<file path="src/rtl/cmp_timer_pkg.sv">
package cmp_timer_pkg;
    localparam int CNT_W  = 10;
    localparam int NUM_CH = 3;
    localparam int NUM_FL = NUM_CH + 1;
    localparam int SEL_W  = 3;

    typedef logic [CNT_W-1:0] cnt_t;

    typedef enum logic [SEL_W-1:0] {
        SEL_CMP_A  = 3'd0,
        SEL_CMP_B  = 3'd1,
        SEL_CMP_D  = 3'd2,
        SEL_PERIOD = 3'd3,
        SEL_MASK   = 3'd4,
        SEL_TOGGLE = 3'd5
    } wsel_e;

    typedef struct packed {
        logic  en;
        wsel_e sel;
        cnt_t  data;
    } wreq_t;

    localparam cnt_t CNT_MAX = '1;

    function automatic logic ends_run(cnt_t cur, cnt_t period);
        return (cur == period) || (cur == CNT_MAX);
    endfunction

    function automatic logic hits(wreq_t w, wsel_e s);
        return w.en && (w.sel == s);
    endfunction
endpackage

</file>
<file path="src/rtl/ctm_counter.sv">
module ctm_counter
    import cmp_timer_pkg::*;
#(
    parameter cnt_t PERIOD_RST = cnt_t'(10'h0FF)
) (
    input  logic clk,
    input  logic rst,
    input  logic tick,
    input  logic period_wr,
    input  cnt_t period_data,
    output cnt_t count_q,
    output logic wrap
);
    cnt_t period_q;

    assign wrap = tick && ends_run(count_q, period_q);

    always_ff @(posedge clk) begin
        if (rst) begin
            count_q  <= '0;
            period_q <= PERIOD_RST;
        end else begin
            if (tick) count_q <= wrap ? '0 : count_q + 1'b1;
            if (period_wr) period_q <= period_data;
        end
    end

    assert_clear_at_period_R3: assert property (@(posedge clk) disable iff (rst)
        (tick && count_q == period_q) |=> (count_q == '0));
    assert_wrap_at_max_R4: assert property (@(posedge clk) disable iff (rst)
        (tick && count_q == CNT_MAX) |=> (count_q == '0));
    assert_step_R2: assert property (@(posedge clk) disable iff (rst)
        (tick && count_q != period_q && count_q != CNT_MAX)
        |=> (count_q == cnt_t'($past(count_q) + 1'b1)));
    assert_hold_R2: assert property (@(posedge clk) disable iff (rst)
        !tick |=> $stable(count_q));
endmodule

</file>
<file path="src/rtl/ctm_channel.sv">
module ctm_channel
    import cmp_timer_pkg::*;
(
    input  logic clk,
    input  logic rst,
    input  logic tick,
    input  cnt_t count,
    input  logic cmp_wr,
    input  cnt_t cmp_data,
    input  logic tog_en,
    output logic match,
    output logic wave_q
);
    cnt_t cmp_q;

    assign match = tick && (count == cmp_q);

    always_ff @(posedge clk) begin
        if (rst) begin
            cmp_q  <= '0;
            wave_q <= 1'b0;
        end else begin
            if (cmp_wr) cmp_q <= cmp_data;
            if (match && tog_en) wave_q <= ~wave_q;
        end
    end

    assert_toggle_R8: assert property (@(posedge clk) disable iff (rst)
        (match && tog_en) |=> (wave_q != $past(wave_q)));
    assert_pin_quiet_R8: assert property (@(posedge clk) disable iff (rst)
        !(match && tog_en) |=> $stable(wave_q));
    assert_no_match_idle_R5: assert property (@(posedge clk) disable iff (rst)
        !tick |-> !match);
endmodule

</file>
<file path="src/rtl/ctm_flags.sv">
module ctm_flags
    import cmp_timer_pkg::*;
(
    input  logic              clk,
    input  logic              rst,
    input  logic [NUM_FL-1:0] set_i,
    input  logic [NUM_FL-1:0] clr_i,
    input  logic [NUM_FL-1:0] mask_i,
    output logic [NUM_FL-1:0] flags_q,
    output logic              irq
);
    always_ff @(posedge clk) begin
        if (rst) flags_q <= '0;
        else     flags_q <= set_i | (flags_q & ~clr_i);
    end

    assign irq = |(flags_q & mask_i);

    assert_set_wins_R6: assert property (@(posedge clk) disable iff (rst)
        (set_i != '0) |=> ((flags_q & $past(set_i)) == $past(set_i)));
    assert_clear_R6: assert property (@(posedge clk) disable iff (rst)
        ((clr_i & ~set_i) != '0) |=> ((flags_q & $past(clr_i & ~set_i)) == '0));
    assert_sticky_R6: assert property (@(posedge clk) disable iff (rst)
        (clr_i == '0) |=> ((flags_q & $past(flags_q)) == $past(flags_q)));
endmodule

</file>
<file path="src/rtl/cmp_timer.sv">
module cmp_timer
    import cmp_timer_pkg::*;
#(
    parameter logic [9:0] PERIOD_RST = 10'h0FF
) (
    input  logic        clk,
    input  logic        rst,
    input  logic        tick_en,
    input  logic        wr_en,
    input  logic [2:0]  wr_sel,
    input  logic [9:0]  wr_data,
    input  logic [3:0]  flag_clr,
    output logic [9:0]  count,
    output logic [3:0]  flags,
    output logic        irq,
    output logic [2:0]  wave
);
    wreq_t             req;
    logic [NUM_FL-1:0] mask_q;
    logic [NUM_CH-1:0] tog_q;
    logic [NUM_CH-1:0] match;
    logic              wrap;
    cnt_t              cnt;

    assign req = '{en: wr_en, sel: wsel_e'(wr_sel), data: wr_data};

    always_ff @(posedge clk) begin
        if (rst) begin
            mask_q <= '0;
            tog_q  <= '0;
        end else begin
            if (hits(req, SEL_MASK))   mask_q <= req.data[NUM_FL-1:0];
            if (hits(req, SEL_TOGGLE)) tog_q  <= req.data[NUM_CH-1:0];
        end
    end

    ctm_counter #(.PERIOD_RST(cnt_t'(PERIOD_RST))) u_cnt (
        .clk         (clk),
        .rst         (rst),
        .tick        (tick_en),
        .period_wr   (hits(req, SEL_PERIOD)),
        .period_data (req.data),
        .count_q     (cnt),
        .wrap        (wrap)
    );

    for (genvar c = 0; c < NUM_CH; c++) begin : g_ch
        ctm_channel u_ch (
            .clk      (clk),
            .rst      (rst),
            .tick     (tick_en),
            .count    (cnt),
            .cmp_wr   (req.en && (req.sel == wsel_e'(c))),
            .cmp_data (req.data),
            .tog_en   (tog_q[c]),
            .match    (match[c]),
            .wave_q   (wave[c])
        );
    end

    ctm_flags u_fl (
        .clk     (clk),
        .rst     (rst),
        .set_i   ({match, wrap}),
        .clr_i   (flag_clr),
        .mask_i  (mask_q),
        .flags_q (flags),
        .irq     (irq)
    );

    assign count = cnt;

    assert_count_zero_after_wrap_R3: assert property (@(posedge clk) disable iff (rst)
        wrap |=> (count == '0 && flags[0]));
    assert_irq_needs_flag_R7: assert property (@(posedge clk) disable iff (rst)
        irq |-> (flags != '0));
endmodule

</file>
<file path="config.mk">
export PLATFORM = sky130hd
export DESIGN_NAME = cmp_timer
export DESIGN_NICKNAME = d
export VERILOG_FILES = /design/src/rtl/cmp_timer_pkg.sv /design/src/rtl/ctm_counter.sv /design/src/rtl/ctm_channel.sv /design/src/rtl/ctm_flags.sv /design/src/rtl/cmp_timer.sv
export SDC_FILE = /design/constraint.sdc
export NUM_CORES = 1
export LEC_CHECK = 0
export CORE_MARGIN = 1.5
export CORE_UTILIZATION = 55
export DETAILED_ROUTE_END_ITERATION = 7
export GPL_TIMING_DRIVEN = 0
export PLACE_DENSITY = 0.79
export SYNTH_ARGS = -nofsm -noshare
export SYNTH_HDL_FRONTEND = slang
export SYNTH_HIERARCHICAL = 1
export SYNTH_SLANG_ARGS = --single-unit
</file>
<file path="constraint.sdc">
create_clock -name clk -period 2.02 [get_ports clk]
set_clock_uncertainty 0.15 [all_clocks]
set_input_delay 0.606 -clock clk [delete_from_list [all_inputs] [get_ports clk]]
set_output_delay 0.606 -clock clk [all_outputs]
set_load 0.01 [all_outputs]
</file>
# == After elaboration in Yosys (flattened, before gate mapping) ==
# Index checks and enable logic that the tools add are counted.
# totals
ff_bits,64
in_bits,21
output_inout_bits,18
word_cells,46
# classes
n_addsub,1
eq_ne,10
n_mux,1
bitwise_logic,7
n_reduce_logical,16
# op_table
operator,n
== test 10 bit,4
logical AND 1 bit,13
adder 10 x 1 -> 10 bit (second input constant),1
== test 10 bit (second input constant),1
2-to-1 mux 10 bit,1
bitwise AND 4 bit,2
== test 3 x 2 -> 1 bit (second input constant),2
== test 3 bit (second input constant),2
NOT 4 bit,1
OR 4 bit,1
OR reduction 4 bit,1
== test 3 x 1 -> 1 bit (second input constant),1
logical NOT 3 bit,1
NOT 1 bit,3
logical OR 1 bit,1

# == Depth between registers and ports, before layout ==
# logic_depth
depth_word,4
ltp_mapped,7
ltp_nobuf,7

# == Hierarchy ==
# The synthesis kept the hierarchy.
# modules_own_cells
mod,n_inst,cells_per_inst,area_per_inst_um2,seq_area_each_um2
ctm_channel,3,54,534.3,220.2
ctm_counter,1,96,969.7,400.4
cmp_timer,1,33,356.6,140.1
ctm_flags,1,19,158.9,80.1

# == Worst setup path after synthesis ==
# OpenSTA, ideal clock, no wires.
# synth_timing
kind,flip-flop to flip-flop
start,register u_cnt.count_q[0]
end,register u_fl.flags_q[0]
setup_ps,70
arrival_time_ps,1544
required_ps,1800
setup_slack_ps,256
stages_incl_launch_ff,8
n_path_buf,0
period_less_slack_ps,1764
path_cell_list,dfxtp_1 ha_1 and3_1 nand2_1 nor3_4 or2_1 inv_1 a21oi_1
# synth_via
elab_chain_cells,4
elab_cells_between_ends,5
cone_classes,eq/ne (2); bitwise (1); reduce/logical (2)
# synth_rtl
item,line,text
start: declaration,ctm_counter.sv:11,"output cnt_t count_q,"
start signal: assignment,ctm_counter.sv:23,if (tick) count_q <= wrap ? '0 : count_q + 1'b1;
== test 10 bit,cmp_timer_pkg.sv:27,return (cur == period) || (cur == CNT_MAX);
logical OR 1 bit (*),cmp_timer_pkg.sv:27,
logical AND 1 bit (*),ctm_counter.sv:16,"assign wrap = tick && ends_run(count_q, period_q);"
named net wrap,cmp_timer.sv:22,logic wrap;
OR 4 bit (*),ctm_flags.sv:14,else flags_q <= set_i | (flags_q & ~clr_i);
end signal: assignment,ctm_flags.sv:14,
end: declaration,ctm_flags.sv:9,"output logic [NUM_FL-1:0] flags_q,"
# Mark *: on every way through the listed nets, which the timed path passes. The rest lies on a longest branch.
# A chain may end at the register's enable or synchronous reset.

# == Final worst setup path ==
# layout_timing
start,input wr_en
end,register g_ch[2].u_ch.cmp_q[0]
# layout_via
elab_chain_cells,1
# layout_rtl
item,line,text
start: declaration,cmp_timer.sv:9,"input logic wr_en,"
logical AND 1 bit,cmp_timer.sv:53,".cmp_wr (req.en && (req.sel == wsel_e'(c))),"
end signal: assignment,ctm_channel.sv:23,if (cmp_wr) cmp_q <= cmp_data;
end: declaration,ctm_channel.sv:14,cnt_t cmp_q;
# Every way passes these cells.

==> summary.md <==
| Metric | Value |
|---|---|
| Die Y-Extent | `77.9 µm` |
| Most frequently used cell type in the post-synthesis netlist | `sky130_fd_sc_hd__dfxtp_1` |
| Biggest area contributors in the synthesized netlist | `sky130_fd_sc_hd__dfxtp_1, sky130_fd_sc_hd__mux2i_1, sky130_fd_sc_hd__xor2_1` |
| Net switching share of the total power | `24.0%` |
| Clock root buffer | `sky130_fd_sc_hd__clkbuf_8` |
| Flip-flop and latch count after synthesis | `64` |
| Top-area cell type share of the netlist area | `41.5%` |
| Number of placed I/O pins | `39` |
| Die outline area | `0.00607 mm²` |
| Final cycle utilization of the critical path | `98.1%` |
| Worst-case vdd ir drop | `0.000583 V` |
| Achievable clock frequency | `505 MHz` |
| Final Slew Violations | `0` |
| Area of all placed cells without fillers | `0.00388 mm²` |
| Critical Path Sink Type | `flip-flop` |
| Post-synthesis instance area | `0.00309 mm²` |
| Total number of vias | `2416` |
| Cell accounting for the most synthesized area | `sky130_fd_sc_hd__dfxtp_1` |
| Cell class contributing the biggest share of worst-path delay | `buffers and inverters` |
| N_diodes | `0` |
| Antenna Nets Post-Route | `0` |
| Sequential power share | `51.0%` |
| Average cell area after synthesis | `9.96 µm²` |
| Number of rows in the core area | `27` |
| Wire length per cell | `16.2 µm` |
| Clk Latency, worst-skew pair | `0.33 ns` |
| Final Net Count | `389` |
| Cells after synthesis | `310` |
| Pleak | `1.72 nW` |
| CTS H-tree depth | `3` |
| Largest stage delay on the critical path | `0.56 ns` |
| Rel. slew slack | `67.2%` |
| Critical path start-end classification | `input pin to flip-flop` |
| Maximum number of pins on one net before global-route repair | `19` |
| Count of flip-flops with a built-in enable after synthesis | `0` |
| Fraction of power consumed by combinational cells | `11.0%` |
| TritonCTS Sinks | `64` |
| Detailed-route DRC error count | `0` |
| Setup repair after global routing missed its margin | `true` |
| Global Route met3 Usage | `4.94%` |
| Antenna violations before repair | `0` |
| CP required | `2.08 ns` |
| Number of design-rule violations left by the first detailed-router iteration | `130` |
| Minimum clock period | `1.98 ns` |
| Critical Path Start Type | `input pin` |
| Worst EP arrival | `2.04 ns` |
| Buffers from clock root to sink, at most | `2` |
| First-pass GRT wire length | `11500 µm` |
| Layout cell share with drive strength beyond 1 | `15.7%` |
| Final worst hold slack | `0.333 ns` |
| Class of the most critical hold timing path | `flip-flop to flip-flop` |
| Port Buffer Count | `38` |
| Max FO, Critical Path | `6` |
| Share of flip-flops with an asynchronous set or reset after synthesis | `0%` |
| Clock-pin slew on the worst setup and hold paths | `0.06 ns` |
| Measured slew at the worst slew-check pin | `0.492 ns` |
| Area added between synthesis and finish | `25.7%` |
| Post-placement cell area | `0.00356 mm²` |
| Synthesized netlist net count | `332` |
| Met2 track demand over resource | `40.7%` |
| Power density over the cells | `664 mW/mm²` |
| Proportion of power drawn by the clock network | `37.9%` |
| Most used standard cells in the synthesized netlist | `sky130_fd_sc_hd__dfxtp_1, sky130_fd_sc_hd__mux2i_1, sky130_fd_sc_hd__nor2_1` |
| TritonRoute pass-1 iters | `4` |
| Initial core utilization | `56.4%` |
| Most congested layer reported by global routing | `met2` |
| Met1 track demand over resource | `32.5%` |
| Count of distinct cell types in the synthesized netlist | `35` |
| Setup violators final | `0` |
| Fraction of the yosys area taken by sequential cells | `41.5%` |
| CP cell instances | `clkdlybuf4s50_1 > nor4bb_4 > buf_4 > mux2i_1 > nor2_1` |
| Total buffers and inverters traversed by the critical path | `2` |
| CP max-delay cell | `sky130_fd_sc_hd__clkdlybuf4s50_1` |
| Count of maximum capacitance violations | `0` |
| Detailed Place HPWL | `5100 µm` |
| NetSw | `0.000620 W` |
| Status | `complete, no violations` |
| Synth Flop Type | `sky130_fd_sc_hd__dfxtp_1` |
| Total GRT Usage | `25.0%` |
| Wire length after detailed routing | `7140 µm` |
| TritonCTS buffer count | `9` |
| Die Wd | `77.9 µm` |
| Core outline area | `0.00547 mm²` |
| CTS tree | `done` |
| Avg Vias per Cell | `5.47` |
| Final weighted congestion of routability-driven global placement | `0.835` |
| YS warnings | `6` |
| Via count of the first global-routing pass | `2327` |
| Sum of overflow across all layers after global routing | `0` |
| Internal power | `0.00196 W` |
| Final hold viol count | `0` |
-- per-layer routing --
layer	wire length (µm)	up-vias
met1	3200	1130
met2	3310	94
met5	0	-
met4	124	0
met3	512	10
li1	-	1182
-- tightest hold or removal path, delay by kind of cell, from the launching register on --
kind             cells  cell delay (ns)
flip-flops           1             0.31
AND/OR/NAND/NOR      1             0.07
multiplexers         1             0.06
-- power groups by stage --
stage / clock (W) / combinational (W) / sequential (W)
2_1_floorplan: 0 / 0.000154 / 0.00135
3_3_place_gp: 0 / 0.000269 / 0.00135
3_5_place_dp: 0 / 0.000275 / 0.00136
4_1_cts: 0.000995 / 0.000274 / 0.00132
5_1_grt: 0.00106 / 0.000307 / 0.00132
6_report: 0.000979 / 0.000284 / 0.00132
-- cell families after synthesis --
logic type	after synthesis	synth area share (%)
adder cells (fa/ha/maj)	1	0.405
buffers and inverters	16	2.63
AND/OR/NAND/NOR	122	22.6
XOR/XNOR	49	14.4
multiplexers	51	16.7
flip-flops	64	41.5
AO/OA/AOI/OAI	7	1.82
-- sequential cells by signal (all words and copies together), names as in the netlist --
signal	flops
g_ch.u_ch/cmp_q	30
u_cnt/period_q	10
g_ch.u_ch/wave_q	3
u_fl/flags_q	4
mask_q	4
tog_q	3
u_cnt/count_q	10
-- final timing paths --
check	from	end	slack, ns	depth (start not counted)
worst max-delay path	wr_en	g_ch[2].u_ch/cmp_q[0]	0.04	5
worst min-delay path	mask_q[1]	mask_q[1]	0.33	2
worst max register to register	u_cnt/count_q[5]	u_cnt/count_q[5]	0.21	5
worst min register to register	mask_q[1]	mask_q[1]	0.33	2
-- stage by stage --
| stage | cells | setup TNS [ns] | utilization (%) | total power (W) | setup slack, ns |
|---|---|---|---|---|---|
| global placement | 420 | -23.64 | 65.0 | 0.00162 | -0.661 |
| CTS | 440 | 0 | 69.6 | 0.00259 | 0.0201 |
| global route | 442 | -0.144 | 70.9 | 0.00268 | -0.0215 |
| finish | 442 | 0 | 70.9 | 0.00258 | 0.0389 |
| detailed placement | 420 | -26.03 | 65.0 | 0.00163 | -0.729 |
| floorplan | 310 | 0 | - | 0.00151 | 0.256 |
-- timing repair --
item,4_1_cts,5_1_grt
gates cloned,0,2
resized for setup,37,25
hold buffers,0,0
endpoints found under the setup margin,56,37
buffers inserted,6,0
pin swaps,1,2
-- cell type report --
cell class                      count  area [µm²]
Sequential cell                    64        1320
Buffer                             11        78.8
Fill cell                         446        1590
Inverter                            5        18.8
Clock buffer                       14         173
Tap cell                           72        90.1
Multi-Input combinational cell    230        1760
Timing Repair Buffer               46         442
-- cells in the final DEF (no fill, tap or decap), types with 4 or more instances in the layout --
cell                               n
sky130_fd_sc_hd__buf_4             8
sky130_fd_sc_hd__dfxtp_4          10
sky130_fd_sc_hd__nor3_1           12
sky130_fd_sc_hd__clkbuf_4          4
sky130_fd_sc_hd__nand4_1          10
sky130_fd_sc_hd__nor2_1           43
sky130_fd_sc_hd__mux2i_1          48
sky130_fd_sc_hd__clkbuf_8         12
sky130_fd_sc_hd__xor2_1           31
sky130_fd_sc_hd__and4bb_2          4
sky130_fd_sc_hd__inv_1             4
sky130_fd_sc_hd__a21oi_1           4
sky130_fd_sc_hd__nor4_1            6
sky130_fd_sc_hd__dlymetal6s2s_1    7
sky130_fd_sc_hd__clkbuf_1          6
sky130_fd_sc_hd__dlygate4sd2_1    10
sky130_fd_sc_hd__nand2_1          14
sky130_fd_sc_hd__clkdlybuf4s50_1  19
sky130_fd_sc_hd__xnor2_1          16
sky130_fd_sc_hd__nand2b_1         15
sky130_fd_sc_hd__dfxtp_1          53
(Power assumes the default switching activity.)
